==> src/rtl/usbdev_regs_pkg.sv <==
package usbdev_regs_pkg;

    localparam int REG_W = 8;
    localparam int ADDR_W = 2;

    localparam logic [ADDR_W-1:0] A_CTRL = 2'd0;
    localparam logic [ADDR_W-1:0] A_FLAG = 2'd1;
    localparam logic [ADDR_W-1:0] A_IEN  = 2'd2;

    // Control bit positions
    localparam int B_DETACH = 0;
    localparam int B_WKUP   = 1;
    localparam int B_ARM    = 2;

    // Event bit positions
    localparam int F_SUSP  = 0;
    localparam int F_SOF   = 2;
    localparam int F_EORST = 3;
    localparam int F_WAKE  = 4;
    localparam int F_EORSM = 5;
    localparam int F_UPRSM = 6;

    localparam logic [REG_W-1:0] FLAG_MASK = 8'h7D;

    typedef enum logic [1:0] {
        ARM_IDLE   = 2'd0,
        ARM_READY  = 2'd1,
        ARM_FIRING = 2'd2
    } arm_state_e;

endpackage

==> src/rtl/usbdev_ctrl_reg.sv <==
module usbdev_ctrl_reg
    import usbdev_regs_pkg::*;
#(
    parameter int RST_CYCLES = 4
) (
    input  logic             clk_i,
    input  logic             rst_ni,
    input  logic             usb_en_i,
    input  logic             wr_i,
    input  logic [2:0]       wbits_i,
    input  logic             bus_rst_i,
    output logic [REG_W-1:0] ctl_o,
    output logic             pullup_en_o,
    output logic             wkup_req_o,
    output logic             cpu_rst_o
);

    localparam int CNT_W = $clog2(RST_CYCLES + 1);
    localparam logic [CNT_W-1:0] CNT_LAST = CNT_W'(RST_CYCLES - 1);

    arm_state_e       state_q;
    arm_state_e       state_d;
    logic [CNT_W-1:0] cnt_q;
    logic             detach_q;
    logic             wkup_q;
    logic             arm_wr1;
    logic             arm_wr0;

    assign arm_wr1 = wr_i && wbits_i[B_ARM];
    assign arm_wr0 = wr_i && !wbits_i[B_ARM];

    // Next-state logic
    always_comb begin
        state_d = state_q;
        unique case (state_q)
            ARM_IDLE: begin
                if (usb_en_i && arm_wr1) begin
                    state_d = ARM_READY;                 // T_ARM
                end
            end
            ARM_READY: begin
                if (!usb_en_i || arm_wr0) begin
                    state_d = ARM_IDLE;                  // T_DISARM
                end else if (bus_rst_i) begin
                    state_d = ARM_FIRING;                // T_FIRE
                end
            end
            ARM_FIRING: begin
                if (!usb_en_i || arm_wr0) begin
                    state_d = ARM_IDLE;                  // T_DISARM
                end else if (cnt_q == CNT_LAST) begin
                    state_d = ARM_READY;                 // T_DONE
                end
            end
            default: state_d = ARM_IDLE;
        endcase
    end

    // State register and firing counter
    always_ff @(posedge clk_i or negedge rst_ni) begin
        if (!rst_ni) begin
            state_q <= ARM_IDLE;
            cnt_q   <= '0;
        end else begin
            state_q <= state_d;
            if (state_q == ARM_FIRING) begin
                cnt_q <= cnt_q + 1'b1;
            end else begin
                cnt_q <= '0;
            end
        end
    end

    // Detach bit and wake-up strobe
    always_ff @(posedge clk_i or negedge rst_ni) begin
        if (!rst_ni) begin
            detach_q <= 1'b1;
            wkup_q   <= 1'b0;
        end else begin
            wkup_q <= wr_i && wbits_i[B_WKUP];
            if (wr_i) begin
                detach_q <= wbits_i[B_DETACH];
            end
        end
    end

    // Outputs
    always_comb begin
        cpu_rst_o         = (state_q == ARM_FIRING);
        pullup_en_o       = !detach_q;
        wkup_req_o        = wkup_q;
        ctl_o             = '0;
        ctl_o[B_DETACH]   = detach_q;
        ctl_o[B_ARM]      = (state_q != ARM_IDLE);
    end

    p_wkup_single_r4: assert property (@(posedge clk_i) disable iff (!rst_ni)
        wkup_req_o |=> !wkup_req_o);

    p_pullup_follow_r3: assert property (@(posedge clk_i) disable iff (!rst_ni)
        wr_i |=> (pullup_en_o == !$past(wbits_i[B_DETACH])));

    p_no_rst_disabled_r6: assert property (@(posedge clk_i) disable iff (!rst_ni)
        !usb_en_i |=> !cpu_rst_o);

endmodule

==> src/rtl/usbdev_irq_reg.sv <==
module usbdev_irq_reg
    import usbdev_regs_pkg::*;
(
    input  logic             clk_i,
    input  logic             rst_ni,
    input  logic             usb_clk_en_i,
    input  logic             wr_flag_i,
    input  logic             wr_ien_i,
    input  logic [REG_W-1:0] wdata_i,
    input  logic [REG_W-1:0] set_i,
    output logic [REG_W-1:0] flag_o,
    output logic [REG_W-1:0] ien_o,
    output logic             irq_o
);

    logic [REG_W-1:0] flag_q;
    logic [REG_W-1:0] ien_q;
    logic [REG_W-1:0] set_v;
    logic [REG_W-1:0] clr_v;
    logic             irq_q;

    assign set_v = set_i & FLAG_MASK;

    always_comb begin
        clr_v = '0;
        if (wr_flag_i && usb_clk_en_i) begin
            clr_v = ~wdata_i & FLAG_MASK;
        end
    end

    always_ff @(posedge clk_i or negedge rst_ni) begin
        if (!rst_ni) begin
            flag_q <= '0;
            ien_q  <= '0;
            irq_q  <= 1'b0;
        end else begin
            // Set pulses take priority over clearing writes
            flag_q <= (flag_q & ~clr_v) | set_v;
            if (wr_ien_i) begin
                ien_q <= wdata_i & FLAG_MASK;
            end
            irq_q <= |(flag_q & ien_q);
        end
    end

    assign flag_o = flag_q;
    assign ien_o  = ien_q;
    assign irq_o  = irq_q;

    p_set_wins_r9: assert property (@(posedge clk_i) disable iff (!rst_ni)
        (set_v != '0) |=> (($past(set_v) & ~flag_q) == '0));

    p_clr_gated_r8: assert property (@(posedge clk_i) disable iff (!rst_ni)
        !usb_clk_en_i |=> (($past(flag_q) & ~flag_q) == '0));

    p_irq_masked_r10: assert property (@(posedge clk_i) disable iff (!rst_ni)
        ((flag_q & ien_q) == '0) |=> !irq_o);

endmodule

==> src/rtl/usbdev_ctl_regs.sv <==
module usbdev_ctl_regs
    import usbdev_regs_pkg::*;
#(
    parameter int RST_CYCLES = 4
) (
    input  logic        clk_i,
    input  logic        rst_ni,
    input  logic        usb_en_i,
    input  logic        usb_clk_en_i,
    input  logic [1:0]  addr_i,
    input  logic        we_i,
    input  logic [7:0]  wdata_i,
    output logic [7:0]  rdata_o,
    input  logic        bus_rst_i,
    input  logic        evt_uprsm_i,
    input  logic        evt_eorsm_i,
    input  logic        evt_wakeup_i,
    input  logic        evt_eorst_i,
    input  logic        evt_sof_i,
    input  logic        evt_susp_i,
    output logic        pullup_en_o,
    output logic        wkup_req_o,
    output logic        cpu_rst_o,
    output logic        irq_o
);

    logic [REG_W-1:0] ctl_v;
    logic [REG_W-1:0] flag_v;
    logic [REG_W-1:0] ien_v;
    logic [REG_W-1:0] set_v;
    logic [REG_W-1:0] rd_d;
    logic [REG_W-1:0] rd_q;

    always_comb begin
        set_v          = '0;
        set_v[F_UPRSM] = evt_uprsm_i;
        set_v[F_EORSM] = evt_eorsm_i;
        set_v[F_WAKE]  = evt_wakeup_i;
        set_v[F_EORST] = evt_eorst_i;
        set_v[F_SOF]   = evt_sof_i;
        set_v[F_SUSP]  = evt_susp_i;
    end

    usbdev_ctrl_reg #(
        .RST_CYCLES (RST_CYCLES)
    ) u_ctrl (
        .clk_i       (clk_i),
        .rst_ni      (rst_ni),
        .usb_en_i    (usb_en_i),
        .wr_i        (we_i && (addr_i == A_CTRL)),
        .wbits_i     (wdata_i[2:0]),
        .bus_rst_i   (bus_rst_i),
        .ctl_o       (ctl_v),
        .pullup_en_o (pullup_en_o),
        .wkup_req_o  (wkup_req_o),
        .cpu_rst_o   (cpu_rst_o)
    );

    usbdev_irq_reg u_irq (
        .clk_i        (clk_i),
        .rst_ni       (rst_ni),
        .usb_clk_en_i (usb_clk_en_i),
        .wr_flag_i    (we_i && (addr_i == A_FLAG)),
        .wr_ien_i     (we_i && (addr_i == A_IEN)),
        .wdata_i      (wdata_i),
        .set_i        (set_v),
        .flag_o       (flag_v),
        .ien_o        (ien_v),
        .irq_o        (irq_o)
    );

    always_comb begin
        unique case (addr_i)
            A_CTRL:  rd_d = ctl_v;
            A_FLAG:  rd_d = flag_v;
            A_IEN:   rd_d = ien_v;
            default: rd_d = '0;
        endcase
    end

    always_ff @(posedge clk_i or negedge rst_ni) begin
        if (!rst_ni) begin
            rd_q <= '0;
        end else begin
            rd_q <= rd_d;
        end
    end

    assign rdata_o = rd_q;

    p_rsvd_zero_r2: assert property (@(posedge clk_i) disable iff (!rst_ni)
        1'b1 |=> (rdata_o[7] == 1'b0 && rdata_o[1] == 1'b0));

endmodule

==> config.mk <==
export PLATFORM = sky130hd
export DESIGN_NAME = usbdev_ctl_regs
export DESIGN_NICKNAME = d
export VERILOG_FILES = /design/src/rtl/usbdev_regs_pkg.sv /design/src/rtl/usbdev_ctrl_reg.sv /design/src/rtl/usbdev_irq_reg.sv /design/src/rtl/usbdev_ctl_regs.sv
export SDC_FILE = /design/constraint.sdc
export NUM_CORES = 1
export LEC_CHECK = 0
export CORE_ASPECT_RATIO = 0.6
export CORE_MARGIN = 2
export CORE_UTILIZATION = 30
export CTS_CLUSTER_SIZE = 30
export DETAILED_ROUTE_END_ITERATION = 6
export PLACE_DENSITY = 0.53
export SYNTH_ARGS = -nofsm -noshare
export SYNTH_HDL_FRONTEND = slang
export SYNTH_SLANG_ARGS = --single-unit
==> constraint.sdc <==
create_clock -name clk_i -period 2.86 [get_ports clk_i]
set_input_delay 0.858 -clock clk_i [delete_from_list [all_inputs] [get_ports clk_i]]
set_output_delay 0.858 -clock clk_i [all_outputs]
set_load 0.01 [all_outputs]
* Yosys cells after proc, flatten, opt, wreduce, memory -nomap -nowiden
Cells that the tools add are included.
** Cells by class
- Add/sub/neg operators :: 1
- Multiply operators :: 0
- Divide/modulo/power cells :: 0
- Order comparisons :: 0
- Equal/unequal tests :: 8
- Shifts and indexed selects :: 0
- Muxes and demuxes :: 9
- Bitwise gates (word level) :: 5
- Reductions and logical operators :: 17
** Operators with widths (count)
- $pmux W8 S3 :: 1
- $mux W2 :: 5
- $and A8 B7 Y8 :: 1
- $and A8 B8 Y8 :: 1
- $logic_and A1 B1 Y1 :: 8
- $not A8 Y8 :: 1
- $or A8 B7 Y8 :: 1
- $reduce_or A8 Y1 :: 1
- $mux W7 :: 1
- $not A7 Y7 :: 1
- $pmux W2 S3 :: 1
- $eq A2 B1 Y1 const B :: 2
- $eq A2 B2 Y1 const B :: 2
- $logic_not A2 Y1 :: 2
- $add A3 B1 Y3 const B :: 1
- $eq A3 B2 Y1 const B :: 1
- $logic_not A1 Y1 :: 3
- $mux W3 :: 1
- $ne A3 B1 Y1 const B :: 1
- $ne A3 B2 Y1 const B :: 1
- $reduce_and A3 Y1 :: 1
- $ne A2 B1 Y1 const B :: 1
- $reduce_bool A2 Y1 :: 1
- $logic_or A1 B1 Y1 :: 1
** Word-level totals
- Register bits after elaboration :: 30
- Latch bits :: 0
- RAM bits :: 0
- ROM bits :: 0
- Memories kept :: 0

* Logic depth before layout (Yosys ltp)
Gate-level depths: netlist (run 1).
- Depth in word-level cells :: 7
- Depth in mapped cells :: 5
- Mapped depth without buffers :: 4

* Modules after synthesis
A second synthesis (run 1) with hierarchy kept.
** Second synthesis, totals
- Cell total of the unflattened synthesis :: 111
- Area, all modules :: 1350.0 um^2
** By module, submodules not included
- usbdev_irq_reg :: instances 1, cells each 41, area an instance 578.1 um^2
- usbdev_ctl_regs :: instances 1, cells each 32, area an instance 404.1 um^2
- usbdev_ctrl_reg :: instances 1, cells each 38, area an instance 367.9 um^2

* Worst setup path before layout (run 1)
OpenSTA, ideal clock, no wires.
- Kind :: input-to-reg
- Start point :: in addr_i[0]
- End point :: reg u_irq.ien_q[0], in the netlist u_irq.ien_o[0]
- Library setup time :: 125 ps
- Arrival :: 1616 ps
- Required time :: 2735 ps
- Slack :: 1119 ps
- Cell stages on the path :: 5
- Buffers on the path :: 2
- Cell sequence :: clkbuf_2 nor2b_4 buf_6 nand2_8 mux2_4
** Between the ends
- Longest elaborated chain between the ends :: 2
** RTL lines
- start, declared :: line usbdev_ctl_regs.sv:10 : input logic [1:0] addr_i,
- $eq A2 B2 Y1 :: line usbdev_ctl_regs.sv:64 : .wr_ien_i (we_i && (addr_i == A_IEN)),
- $logic_and A1 B1 Y1 :: line usbdev_ctl_regs.sv:64
- end signal, assigned :: line usbdev_irq_reg.sv:40 : ien_q <= wdata_i & FLAG_MASK;
- end, declared :: line usbdev_irq_reg.sv:17 : logic [REG_W-1:0] ien_q;
Every way passes these cells.
A chain may end at the register's enable or synchronous reset.

* Worst setup path after layout (run 1)
- Start point :: reg u_ctrl.state_q[0]
- End point :: out cpu_rst_o
** Between the ends
- Longest elaborated chain between the ends :: 1
** RTL lines
- start, declared :: line usbdev_ctrl_reg.sv:21 : arm_state_e state_q;
- start signal, assigned :: line usbdev_ctrl_reg.sv:65 : state_q <= state_d;
- $eq A2 B2 Y1 :: line usbdev_ctrl_reg.sv:89 : cpu_rst_o = (state_q == ARM_FIRING);
- end, declared :: line usbdev_ctl_regs.sv:23 : output logic cpu_rst_o,
Every way passes these cells.

==> results of run 1 <==
[kinds of logic after synthesis]
kind of cell | share of synthesized area [%]
compound gates | 12.18
fa+ha+maj | 2.214
buf+inv | 4.096
flops | 57.70
mux | 8.860
other cells | 0.3319
simple gates | 14.62
[how the worst min path moves through the flow]
stage / startpoint / to / cells after the start
after floorplan: u_ctrl.cnt_q[0] / u_ctrl.cnt_q[0] / 1
after global placement: u_ctrl.cnt_q[0] / u_ctrl.cnt_q[0] / 1
after detailed placement: u_ctrl.cnt_q[0] / u_ctrl.cnt_q[0] / 1
after CTS: u_ctrl.cnt_q[0] / u_ctrl.cnt_q[0] / 1
after global routing: u_ctrl.cnt_q[0] / u_ctrl.cnt_q[0] / 1
final: u_ctrl.cnt_q[0] / u_ctrl.cnt_q[0] / 1
[worst max-delay path, cell delays in order (launching register included)]
cell,delay [ns]
dfrtp_1,0.41
nand2b_1,0.20
inv_1,0.11
clkdlybuf4s50_1,0.54
[area by class of cell]
class / count / share of cell area [%]
clock buffers: 4 / 3.612
inverters: 4 / 0.9852
multi-input cells: 58 / 28.57
flip-flops and latches: 26 / 42.78
well taps: 47 / 3.859
repair buffers: 31 / 20.20
[registers in the layout, summed over array words and instances (netlist names)]
name               cells
rdata_o                6
u_ctrl.cnt_q           3
u_ctrl.detach_q        1
u_ctrl.state_q         2
u_ctrl.wkup_req_o      1
u_irq.flag_o           6
u_irq.ien_o            6
u_irq.irq_o            1
[power groups by stage]
stage / combinational, mW / sequential (mW) / clock [mW]
after floorplan: 0.0657 / 0.428 / 0
after global placement: 0.140 / 0.427 / 0
after detailed placement: 0.141 / 0.428 / 0
after CTS: 0.141 / 0.421 / 0.245
after global routing: 0.152 / 0.426 / 0.257
final: 0.139 / 0.421 / 0.233
[synthesized netlist by cell type]
master / instances
dfrtp_1: 25
a21oi_1: 2
buf_6: 1
a22oi_1: 3
nand3_1: 1
nand2_8: 1
o41ai_1: 1
nand2_1: 6
o22a_1: 1
o21a_1: 1
nand4b_1: 1
nand2b_1: 7
mux2i_1: 1
a22o_1: 4
clkbuf_2: 1
and2b_1: 1
inv_1: 4
conb_1: 1
nor2b_4: 1
ha_1: 2
buf_4: 2
nor3b_1: 2
and2_2: 1
nor2_1: 4
dfstp_2: 1
and2_1: 1
mux2_4: 6
o21ai_0: 9
[metal layers]
| metal | up-vias | share of wire [%] | routed length, um |
|---|---|---|---|
| met5 | - | 0 | 0 |
| li1 | 376 | - | - |
| met4 | 0 | 0.52 | 11 |
| met2 | 22 | 40 | 837 |
| met3 | 2 | 5.7 | 120 |
| met1 | 359 | 54 | 1145 |
==> flow_metrics.tcl, run 1 <==
set metrics [dict create \
    dieWidth_um 83.23 \
    cts_made_buffers 3 \
    maxSlewViolCount 0 \
    mostFrequentLayoutCells "clkdlybuf4s50_1, dfrtp_1, o21ai_0" \
    end_kind "output port" \
    ys_seq_elements 26 \
    worst_pin_slew_ns 0.5471 \
    diodes 0 \
    track_usage_pct 10.87 \
    cts.clk_slew.worst_paths_ns 0.08 \
    antenna_found_initial 0 \
    ir_drop_v 0.0001837 \
    fp.coreArea_um2 3637 \
    route.detailed.wl_per_inst_um 12.44 \
    yosys_warnings 0 \
    final_cells 170 \
    hp-class "reg -> reg" \
    avgSynthCellArea_um2 12.42 \
    fin_util_pct 41.90 \
    placed_cells 166 \
    ys_types 28 \
    synth_top_area_share_pct 55.37 \
    synthesis.instances 91 \
    hold_viol_final 0 \
    fmax_mhz 418.7 \
    power.switching_uw 182.0 \
    crit_required_ns 2.00 \
    drive_above_1_share_pct 12.20 \
    multi_input_area_um2 435.4 \
    dieArea_um2 4289 \
    clkSinkCount 26 \
    cts_tree "done" \
    intPower_uw 611.2 \
    routed_wl_um 2115 \
    grt_pass1_wl_um 3601 \
    cp-start-kind "flop" \
    setup_ws_ns 0.4718 \
    syn2layout_area_growth_pct 34.88 \
    place.gp.congestion 0.6587 \
    detail-route-antenna-nets 0 \
    synth_area_um2 1130 \
    use_met1_pct 15.47 \
    synth_area_leaders "dfrtp_1, mux2_4, o21ai_0, nand2b_1, a22o_1" \
    reg2reg_from "u_ctrl.cnt_q[0]" \
    rr_endpoint "u_ctrl.state_q[1]" \
    fin_nets 148 \
    busiest_layer "met2" \
    grt_start_max_net_pins 27 \
    cts_setup_buffers 0 \
    worstPathArrival_ns 1.53 \
    hpwl_um 1619 \
    clock_skew_ns 0.002156 \
    power_density_nw_per_um2 520.5 \
    cp-startpoint "u_ctrl.state_q[0]" \
    fin_crit_ns 2.388 \
    p_total_uw 793.3 \
    p_seq_share_pct 53.1 \
    p_sw_share_pct 22.95 \
    yosysSeqAreaShare_pct 57.70 \
    ios 34 \
    synth_top_area_cell "dfrtp_1" \
    maxCapViolCount 0 \
    placementRows 17 \
    clkPwrFrac_pct 29.4 \
    pre_cts_slack_ns 0.5043 \
    htreeDepth 1 \
    worstSetupPathType "reg -> out" \
    gr-total-overflow 0 \
    status "finished, final reports clean" \
    grt_use_met3_pct 4.127 \
    worstPathMaxFanout 4 \
    ff2ff_path_depth 4 \
    drc 0 \
    final_common_cell "clkdlybuf4s50_1" \
    slew_headroom_pct 63.45 \
    first_global_vias 768 \
    die_y_um 51.54 \
    fillCellCount 352 \
    p_leak_nw 0.6544 \
    finalSetupTns_ns 0 \
    clk-insertion-delay-late_ns 0.27 \
    regArea_um2 651.9 \
    vias_per_cell 4.465 \
    pwr-share-comb_pct 17.5 \
    regToRegSetupSlack_ns 1.70 \
    crit_end "cpu_rst_o" \
    cts_resized 0 \
    timing.hold.ws_ns 0.4407 \
    cts_buffer_depth 2 \
    drt_first_pass_iters 4 \
    first_iter_violations 43 \
    setup_violations 0 \
    vias 759 \
    finalCritPeriodShare_pct 83.50 \
    initial_core_util_pct 31.06 \
    clock-root-buffer "clkbuf_8" \
    holdBufCountCts 0 \
    design_area_um2 1524 \
    rsz0062_at_grt "false" \
    numPortBuffers 30 \
    met2_usage_pct 15.73 \
    placed_cell_area_um2 1469 \
]
Note: power is estimated with default switching activity, not from simulation.
==> run 2: changes to the inputs <==
==> constraint.sdc (replaced) <==
create_clock -name clk_i -period 2.3 [get_ports clk_i]
set_input_delay 0.69 -clock clk_i [delete_from_list [all_inputs] [get_ports clk_i]]
set_output_delay 0.69 -clock clk_i [all_outputs]
set_load 0.01 [all_outputs]
==> flow_metrics.tcl, run 2 (same netlist as run 1, synthesis figures left out) <==
set metrics [dict create \
    status "finished, final reports clean" \
    cp_cell_sequence "nand2b_4 > inv_1 > clkdlybuf4s50_1" \
    worstSetupPathType "reg -> out" \
    diodes 0 \
    fin_crit_ns 2.154 \
    clock_skew_ns 0.001755 \
    vias_per_cell 4.408 \
    setup_ws_ns 0.1461 \
    clkSinkCount 26 \
    min_to "u_ctrl.cnt_q[0]" \
    initial_core_util_pct 31.06 \
    worstPathMaxFanout 4 \
    ff2ff_path_depth 4 \
    setup_violations 0 \
    cts_tree "done" \
    fp.coreArea_um2 3637 \
    busiest_layer "met2" \
    fillCellCount 356 \
    placed_cells 170 \
    die_y_um 51.54 \
    maxCapViolCount 0 \
    track_usage_pct 11.14 \
    crit_required_ns 1.61 \
    final_common_cell "clkdlybuf4s50_1" \
    clock-root-buffer "clkbuf_8" \
    route.detailed.wl_per_inst_um 12.16 \
    holdBufCountCts 0 \
    cts_setup_buffers 0 \
    reg2reg_from "u_ctrl.cnt_q[0]" \
    p_total_mw 1.075 \
    pre_cts_slack_ns 0.2153 \
    drc 0 \
    worstPathArrival_ns 1.46 \
    rsz0062_at_grt "false" \
    routed_wl_um 2116 \
    ir_drop_v 0.0003996 \
    vias 767 \
    place.gp.congestion 0.6654 \
    power_density_nw_per_um2 681.5 \
    cts.clk_slew.worst_paths_ns 0.09 \
    dieArea_um2 4289 \
    first_iter_violations 36 \
    syn2layout_area_growth_pct 39.65 \
    final_cells 174 \
    hold_path_depth 1 \
    grt_start_max_net_pins 27 \
    end_kind "output port" \
    grt_use_met3_pct 3.810 \
    fin_nets 152 \
    cp-start-kind "flop" \
    ios 34 \
    antenna_found_initial 0 \
    drive_above_1_share_pct 15.75 \
    drt_first_pass_iters 4 \
    detail-route-antenna-nets 0 \
    finalCritPeriodShare_pct 93.65 \
    cp-startpoint "u_ctrl.state_q[0]" \
    p_leak_nw 0.6831 \
    finalSetupTns_ns 0 \
    use_met1_pct 14.82 \
    htreeDepth 1 \
    fmax_mhz 464.3 \
    hpwl_um 1638 \
    dieWidth_um 83.23 \
    grt_pass1_wl_um 3746 \
    maxSlewViolCount 0 \
    numPortBuffers 30 \
    regToRegSetupSlack_ns 1.15 \
    hp-class "reg -> reg" \
    placementRows 17 \
    placed_cell_area_um2 1499 \
    hold_viol_final 0 \
    first_global_vias 827 \
    cts_buffer_depth 2 \
    cts_made_buffers 3 \
    met2_usage_pct 17.88 \
    hp-start "u_ctrl.cnt_q[0]" \
    critPathMaxStageDelay_ns 0.54 \
    worst_path_max_delay_cell "clkdlybuf4s50_1" \
    mostFrequentLayoutCells "clkdlybuf4s50_1, dfrtp_1, o21ai_0" \
    rr_endpoint "u_ctrl.state_q[1]" \
    gr-total-overflow 0 \
    design_area_um2 1578 \
    clk-insertion-delay-late_ns 0.27 \
]
==> run 2: power breakdown <==
group | switching (mW) | internal [mW]
logic | 0.0651 | 0.114
clock network | 0.141 | 0.233
registers | 0.0244 | 0.498
total | 0.231 | 0.845
==> run 2: routing by layer <==
| metal | part of all wire (%) | routed length [um] | up-vias |
|---|---|---|---|
| met5 | 0 | 0 | - |
| met4 | 0.38 | 8 | 0 |
| met3 | 5.1 | 107 | 2 |
| met2 | 42 | 886 | 17 |
| met1 | 53 | 1114 | 363 |
| li1 | - | - | 385 |
==> run 2: final cells by class <==
| type | count | area, um2 | area share (%) |
|---|---|---|---|
| flip-flops and latches | 26 | 651.9 | 41.32 |
| multi-input cells | 58 | 442.9 | 28.07 |
| repair buffers | 35 | 337.8 | 21.41 |
| well taps | 47 | 58.81 | 3.727 |
| clock buffers | 3 | 41.29 | 2.617 |
| clock inverters | 1 | 30.03 | 1.903 |
| inverters | 4 | 15.01 | 0.9516 |
==> run 2: worst max-delay path by stage <==
stage                                  to  slack (ns)
after floorplan            u_irq.ien_o[0]        0.73
after global routing            cpu_rst_o        0.07
final                           cpu_rst_o        0.15
after detailed placement  u_irq.flag_o[2]        0.22
after CTS                       cpu_rst_o        0.08
after global placement    u_irq.flag_o[2]        0.25
==> run 2: critical path: cells and delay by family (launching register included) <==
family | cells | cell delay, ns
buffers and inverters | 2 | 0.63
flip-flops | 1 | 0.41
AND/OR/NAND/NOR | 1 | 0.16
==> run 2: timing repair <==
| action | in CTS | in global routing |
|---|---|---|
| endpoints found under the setup margin | 0 | 1 |
| endpoints found under the hold margin | 0 | 0 |
| gates resized for setup | 0 | 1 |
==> run 2: through the flow <==
step | hold WS (ns) | util (%)
finish | 0.4356 | 43.38
global placement | 0.4244 | 41.21
detailed placement | 0.4278 | 41.21
global route | 0.4623 | 43.38
floorplan | 0.3944 | -
CTS | 0.4432 | 43.17
